[src/rtl/scan_tap_pkg.sv]
package scan_tap_pkg;

  typedef enum logic [3:0] {
    ST_RESET, ST_IDLE, ST_SEL_DR, ST_CAP_DR, ST_SH_DR, ST_EX1_DR, ST_PAU_DR, ST_EX2_DR,
    ST_UPD_DR, ST_SEL_IR, ST_CAP_IR, ST_SH_IR, ST_EX1_IR, ST_PAU_IR, ST_EX2_IR, ST_UPD_IR
  } tap_state_e;

  typedef enum logic [1:0] {DR_BYPASS, DR_IDENT, DR_CHAIN} dr_sel_e;

  localparam int IR_W = 3;
  localparam logic [IR_W-1:0] OP_EXTEST = 3'b000;
  localparam logic [IR_W-1:0] OP_IDENT  = 3'b001;
  localparam logic [IR_W-1:0] OP_HIZSMP = 3'b010;
  localparam logic [IR_W-1:0] OP_SAMPLE = 3'b100;
  localparam logic [IR_W-1:0] OP_BYPASS = 3'b111;
  localparam logic [IR_W-1:0] IR_CAPTURE = 3'b001;
  localparam logic [11:0] ID_FIXED_LOW = 12'h1B3;

  function automatic tap_state_e tap_next(input tap_state_e s, input logic m);
    case (s)
      ST_RESET:  return m ? ST_RESET  : ST_IDLE;
      ST_IDLE:   return m ? ST_SEL_DR : ST_IDLE;
      ST_SEL_DR: return m ? ST_SEL_IR : ST_CAP_DR;
      ST_CAP_DR: return m ? ST_EX1_DR : ST_SH_DR;
      ST_SH_DR:  return m ? ST_EX1_DR : ST_SH_DR;
      ST_EX1_DR: return m ? ST_UPD_DR : ST_PAU_DR;
      ST_PAU_DR: return m ? ST_EX2_DR : ST_PAU_DR;
      ST_EX2_DR: return m ? ST_UPD_DR : ST_SH_DR;
      ST_UPD_DR: return m ? ST_SEL_DR : ST_IDLE;
      ST_SEL_IR: return m ? ST_RESET  : ST_CAP_IR;
      ST_CAP_IR: return m ? ST_EX1_IR : ST_SH_IR;
      ST_SH_IR:  return m ? ST_EX1_IR : ST_SH_IR;
      ST_EX1_IR: return m ? ST_UPD_IR : ST_PAU_IR;
      ST_PAU_IR: return m ? ST_EX2_IR : ST_PAU_IR;
      ST_EX2_IR: return m ? ST_UPD_IR : ST_SH_IR;
      default:   return m ? ST_SEL_DR : ST_IDLE;
    endcase
  endfunction

  function automatic dr_sel_e decode_sel(input logic [IR_W-1:0] op);
    case (op)
      OP_EXTEST, OP_HIZSMP, OP_SAMPLE: return DR_CHAIN;
      OP_IDENT:                        return DR_IDENT;
      default:                         return DR_BYPASS;
    endcase
  endfunction

  function automatic logic [31:0] make_ident(input logic [19:0] upper);
    return {upper, ID_FIXED_LOW};
  endfunction

endpackage

[src/rtl/scan_tap_fsm.sv]
module scan_tap_fsm
  import scan_tap_pkg::*;
(
  input  logic       tck,
  input  logic       por_n,
  input  logic       tms,
  output tap_state_e state,
  output logic       to_reset
);
  tap_state_e nxt;

  always_comb begin
    nxt      = tap_next(state, tms);
    to_reset = (nxt == ST_RESET);
  end

  always_ff @(posedge tck or negedge por_n) begin
    if (!por_n) state <= ST_RESET;
    else        state <= nxt;
  end
endmodule

[src/rtl/scan_tap_ir.sv]
module scan_tap_ir
  import scan_tap_pkg::*;
(
  input  logic            tck,
  input  logic            por_n,
  input  tap_state_e      state,
  input  logic            to_reset,
  input  logic            tdi,
  output logic [IR_W-1:0] ir_q,
  output logic            ir_tdo,
  output dr_sel_e         sel,
  output logic            scan_owns_pins,
  output logic            force_hiz
);
  logic [IR_W-1:0] ir_sh;

  always_ff @(posedge tck or negedge por_n) begin
    if (!por_n) begin
      ir_sh <= '0;
    end else if (state == ST_CAP_IR) begin
      ir_sh <= IR_CAPTURE;
    end else if (state == ST_SH_IR) begin
      ir_sh <= {tdi, ir_sh[IR_W-1:1]};
    end
  end

  always_ff @(posedge tck or negedge por_n) begin
    if (!por_n)                  ir_q <= OP_IDENT;
    else if (to_reset)           ir_q <= OP_IDENT;
    else if (state == ST_UPD_IR) ir_q <= ir_sh;
  end

  always_comb begin
    ir_tdo         = ir_sh[0];
    sel            = decode_sel(ir_q);
    scan_owns_pins = (ir_q == OP_EXTEST);
    force_hiz      = (ir_q == OP_HIZSMP);
  end
endmodule

[src/rtl/scan_tap_dr.sv]
module scan_tap_dr
  import scan_tap_pkg::*;
#(
  parameter int          BSR_LEN  = 12,
  parameter int          PIN_CNT  = 10,
  parameter logic [19:0] ID_UPPER = 20'h5A3C7
) (
  input  logic               tck,
  input  logic               por_n,
  input  tap_state_e         state,
  input  dr_sel_e            sel,
  input  logic               tdi,
  input  logic [PIN_CNT-1:0] pin_sample,
  output logic               dr_tdo,
  output logic [PIN_CNT-1:0] pin_drive,
  output logic               upd_chain
);
  localparam logic [31:0] ID_VAL = make_ident(ID_UPPER);

  logic               byp_q;
  logic [31:0]        id_sh;
  logic [BSR_LEN-1:0] bsr_sh;
  logic [BSR_LEN-1:0] bsr_cap;

  for (genvar j = 0; j < BSR_LEN; j++) begin : g_cell
    if (j < PIN_CNT) begin : g_pin
      assign bsr_cap[j] = pin_sample[j];
    end else begin : g_fill
      assign bsr_cap[j] = 1'b1;
    end
  end

  always_ff @(posedge tck or negedge por_n) begin
    if (!por_n) begin
      byp_q  <= 1'b0;
      id_sh  <= '0;
      bsr_sh <= '0;
    end else if (state == ST_CAP_DR) begin
      case (sel)
        DR_IDENT: id_sh  <= ID_VAL;
        DR_CHAIN: bsr_sh <= bsr_cap;
        default:  byp_q  <= 1'b0;
      endcase
    end else if (state == ST_SH_DR) begin
      case (sel)
        DR_IDENT: id_sh  <= {tdi, id_sh[31:1]};
        DR_CHAIN: bsr_sh <= {tdi, bsr_sh[BSR_LEN-1:1]};
        default:  byp_q  <= tdi;
      endcase
    end
  end

  assign upd_chain = (state == ST_UPD_DR) && (sel == DR_CHAIN);

  always_ff @(posedge tck or negedge por_n) begin
    if (!por_n)         pin_drive <= '0;
    else if (upd_chain) pin_drive <= bsr_sh[PIN_CNT-1:0];
  end

  always_comb begin
    case (sel)
      DR_IDENT: dr_tdo = id_sh[0];
      DR_CHAIN: dr_tdo = bsr_sh[0];
      default:  dr_tdo = byp_q;
    endcase
  end
endmodule

[src/rtl/scan_tap_ctrl.sv]
module scan_tap_ctrl
  import scan_tap_pkg::*;
#(
  parameter int          BSR_LEN  = 12,
  parameter int          PIN_CNT  = 10,
  parameter logic [19:0] ID_UPPER = 20'h5A3C7
) (
  input  logic               tck,
  input  logic               por_n,
  input  logic               tms,
  input  logic               tdi,
  output logic               tdo,
  output logic               tdo_oe,
  input  logic [PIN_CNT-1:0] pin_sample,
  output logic [PIN_CNT-1:0] pin_drive,
  output logic               scan_owns_pins,
  output logic               force_hiz
);
  tap_state_e      st;
  logic            to_reset;
  logic [IR_W-1:0] ir_q;
  logic            ir_tdo;
  logic            dr_tdo;
  logic            upd_chain;
  dr_sel_e         sel;
  logic            in_shift;
  logic            tdo_next;

  scan_tap_fsm u_fsm (
    .tck(tck), .por_n(por_n), .tms(tms), .state(st), .to_reset(to_reset)
  );

  scan_tap_ir u_ir (
    .tck(tck), .por_n(por_n), .state(st), .to_reset(to_reset), .tdi(tdi),
    .ir_q(ir_q), .ir_tdo(ir_tdo), .sel(sel),
    .scan_owns_pins(scan_owns_pins), .force_hiz(force_hiz)
  );

  scan_tap_dr #(.BSR_LEN(BSR_LEN), .PIN_CNT(PIN_CNT), .ID_UPPER(ID_UPPER)) u_dr (
    .tck(tck), .por_n(por_n), .state(st), .sel(sel), .tdi(tdi),
    .pin_sample(pin_sample), .dr_tdo(dr_tdo), .pin_drive(pin_drive),
    .upd_chain(upd_chain)
  );

  always_comb begin
    in_shift = (st == ST_SH_DR) || (st == ST_SH_IR);
    tdo_next = (st == ST_SH_IR) ? ir_tdo : dr_tdo;
  end

  always_ff @(negedge tck or negedge por_n) begin
    if (!por_n) begin
      tdo    <= 1'b0;
      tdo_oe <= 1'b0;
    end else begin
      tdo    <= in_shift ? tdo_next : 1'b0;
      tdo_oe <= in_shift;
    end
  end
endmodule

[config.mk]
export PLATFORM = sky130hd
export DESIGN_NAME = scan_tap_ctrl
export DESIGN_NICKNAME = d
export VERILOG_FILES = /design/src/rtl/scan_tap_pkg.sv /design/src/rtl/scan_tap_fsm.sv /design/src/rtl/scan_tap_ir.sv /design/src/rtl/scan_tap_dr.sv /design/src/rtl/scan_tap_ctrl.sv
export SDC_FILE = /design/constraint.sdc
export NUM_CORES = 1
export LEC_CHECK = 0
export BUFFER_PORTS_ARGS = -buffer_cell sky130_fd_sc_hd__buf_4
export CAP_MARGIN = 5
export CORE_MARGIN = 1
export CORE_UTILIZATION = 55
export DETAILED_ROUTE_END_ITERATION = 7
export GPL_ROUTABILITY_DRIVEN = 0
export PLACE_DENSITY = 0.73
export REMOVE_ABC_BUFFERS = 1
export SLEW_MARGIN = 30
export SYNTH_ARGS = -nofsm -noshare
export SYNTH_HDL_FRONTEND = slang
export SYNTH_HIERARCHICAL = 1
export SYNTH_SLANG_ARGS = --single-unit
[constraint.sdc]
create_clock -name tck -period 2.2 [get_ports tck]
set_input_delay 0.22 -clock tck [delete_from_list [all_inputs] [get_ports tck]]
set_output_delay 0.22 -clock tck [all_outputs]
set_load 0.05 [all_outputs]
==> flow_summary_export.csv <==
group,metric,value,unit
outcome,outcome,"finished, violations left",
outcome,violations,"negative setup slack",
clock_tree,ctsHoldBuffers,0,
die,initial_core_util,58.6,%
route,drtIter0Drc,107,
route,drc,0,
timing,whs,0.110,ns
route,antenna_left,0,
timing,layout_setup_ws,-0.398,ns
final_layout,layout_common_cells,"dfrtp_1, buf_4, nor2_1",
clock_tree,numClockSinks,67,
final_layout,stdcell_area,3910,um2
critical_path,critPathCaptureType,"register",
final_layout,fin_cells,388,
timing,relSlewSlack,46.1,%
timing,fin_skew,0.0114,ns
logic_synthesis,yosysWarnings,6,
placed_design,dp_slack,-0.498,ns
route,routed_wirelength,5630,um
die,coreArea,5680,um2
route,wl_per_cell,14.5,um
power_and_ir_drop,ir_drop,0.663,mV
final_layout,nFillCells,411,
final_layout,diodes,0,
route,vias_per_cell,5.29,
final_layout,drive_above_1_share,33.2,%
timing,worstMarginPinSlew,0.809,ns
critical_path,cp-start-kind,"register",
die,dieArea,6360,um2
die,rows,27,
critical_path,path_max_fanout,2,
final_layout,final_common_cell,"dfrtp_1",
logic_synthesis,ys_top_cells_by_area,"dfrtp_1, mux2i_1, mux2_1, mux2_4, mux2_2",
critical_path,required,1.27,ns
grt,grt_pass1_vias,2045,
logic_synthesis,ys_types,46,
grt,grt_pass1_wl,9470,um
clock_tree,cts_tree,"built",
logic_synthesis,synth_area_per_cell,12.2,um2
critical_path,timing.rr.start,"u_ir/ir_q[0]",
grt,antenna_found_initial,0,
timing,hold_violations,0,
clock_tree,cts_root_buf,"clkbuf_8",
hold_path,worstHoldPathType,"in2async",
clock_tree,clkLatencyLatePin,0.34,ns
timing,rsz0062_at_grt,"yes",
logic_synthesis,seq_area_frac_synth,50.5,%
clock_tree,cts_htree_levels,3,
logic_synthesis,netlist.top_cell.by_area,"dfrtp_1",
die,ios,28,
clock_tree,cts_buffers,9,
power_and_ir_drop,pwr-share-seq,36.1,%
route,first_pass_iters,4,
power_and_ir_drop,p_switching,1680,uW
power_and_ir_drop,p_per_area,1290,nW/um2
placed_design,placed_area,3600,um2
grt,grt_max_degree,66,
power_and_ir_drop,comb_power_share,39.8,%
placed_design,dp_hpwl,3470,um
final_layout,fin_util,68.8,%
final_layout,fin_nets,327,
critical_path,reg2reg_to,"tdo",
power_and_ir_drop,swShare,33.5,%
grt,grt_overflow_total,0,
logic_synthesis,yosys_register_bits,67,
critical_path,arrival,1.67,ns
logic_synthesis,synth.top_cell.area_share,48.2,%
clock_tree,clkTransAtPathRegs,0.07,ns
power_and_ir_drop,intPower,3350,uW
timing,finalSetupViolations,3,
timing,maxSlewViolCount,0,
logic_synthesis,syn_area,3320,um2
placed_design,dp.cells,371,
critical_path,rrSetupSlack,-0.40,ns
grt,grt_use_total,19.7,%
power_and_ir_drop,p_leak,0.00186,uW
die,die_h,79.7,um
power_and_ir_drop,power_frac_clock,24.1,%
critical_path,critical_path_class,"reg2reg",
critical_path,ff2ff_path_depth,7,
critical_path,crit_end,"tdo",
route,num_vias,2052,
clock_tree,clk_path_buf_depth,2,
die,die_width,79.7,um
critical_path,cp-startpoint,"u_ir/ir_q[0]",
placed_design,port_buffers,27,
final_layout,areaGrowthSynthToFinish,17.6,%
logic_synthesis,synthCells,273,
job,max-cap-violations,0,
-- flip-flops by register name, summed over array words and instances, names as in the netlist --
signal	cells
u_ir/ir_sh	3
tdo_oe	1
u_dr/bsr_sh	12
u_ir/ir_q	3
u_dr/id_sh	32
u_dr/byp_q	1
u_fsm/state	4
u_dr/pin_drive	10
tdo	1
-- repair_timing --
item | CTS | global route
pin swaps | 0 | 1
endpoints found under the setup margin | 3 | 3
gates cloned | 0 | 0
buffers inserted | 1 | 0
gates resized for setup | 8 | 4
-- routing by layer --
layer	wire (um)	global-route usage [%]	part of all wire (%)	up-vias
met2	2600	30.1	46	34
met1	2750	26.7	49	1011
met5	0	0	0	-
li1	-	-	-	996
met4	101	10.2	1.8	0
met3	174	3.77	3.1	11
-- cells by family after synthesis --
kind of cell               after synthesis  synth area share (%)
and+or+nand+nor                         69                  11.9
buffers and inverters                   43                  7.61
xor gates and xnor gates                 1                 0.264
muxes                                   71                  24.6
DFF                                     67                  50.5
AOI/OAI and AO/OA                       20                  4.40
adders and majority gates                2                 0.753
-- worst min path at each step --
stage	to	from	cells after the start	slack [ns]
6_report	u_dr/id_sh[12]	por_n	2	0.11
5_1_grt	u_dr/id_sh[11]	por_n	2	0.19
4_1_cts	u_dr/bsr_sh[5]	por_n	2	0.15
3_5_place_dp	u_dr/id_sh[23]	u_dr/id_sh[23]	1	0.47
3_3_place_gp	u_dr/id_sh[23]	u_dr/id_sh[23]	1	0.46
2_1_floorplan	u_dr/bsr_sh[0]	por_n	0	-0.08
-- layout make-up --
type,instances,area (um2),area share [%]
Timing Repair Buffer,44,350,8.97
Sequential cell,67,1680,42.9
Clock inverter,7,116,2.98
Inverter,26,97.6,2.50
Multi-Input combinational cell,163,1450,37.1
Clock buffer,9,124,3.17
Tap cell,72,90.1,2.31
-- power by group through the flow --
stage	clock network [uW]	registers (uW)	logic, uW
6_report	1210	1820	2000
5_1_grt	1290	1870	2200
4_1_cts	1250	1810	1960
3_5_place_dp	0	1820	1860
3_3_place_gp	0	1810	1810
2_1_floorplan	0	1960	1180
-- critical path, stage by stage (launching register included) --
cell     delay (ns)
dfstp_2        0.53
nor3b_4        0.20
inv_2          0.07
ha_4           0.16
a22oi_2        0.14
o21ai_1        0.08
inv_1          0.07
o22ai_2        0.08
-- cell usage after synthesis, drive strengths merged --
| cell | n |
|---|---|
| dfrtp | 64 |
| nor3b | 3 |
| o21ai | 3 |
| buf | 17 |
| nor2 | 29 |
| and4 | 1 |
| or2b | 1 |
| o31ai | 1 |
| ha | 2 |
| dfrtn | 2 |
| a211oi | 2 |
| o21a | 4 |
| a22oi | 2 |
| mux2i | 24 |
| nor4 | 1 |
| nor3 | 2 |
| nand3 | 3 |
| or4b | 1 |
| nor2b | 8 |
| o22ai | 2 |
| o211ai | 1 |
| dfstp | 1 |
| xor2 | 1 |
| a31oi | 1 |
| nand3b | 1 |
| nand4b | 1 |
| and3b | 1 |
| o31a | 1 |
| nor4b | 3 |
| nand2b | 7 |
| nand2 | 5 |
| a21oi | 3 |
| and4bb | 1 |
| mux2 | 47 |
| and2b | 1 |
| inv | 26 |
-- metrics by stage --
stage | total power (uW) | TNS (ns)
after global routing | 5360 | -0.540
final | 5040 | -0.422
after global placement | 3620 | -0.493
after detailed placement | 3680 | -0.498
after floorplan | 3140 | -18.17
after CTS | 5020 | -0.468
Power figures use the tool's default switching activity.
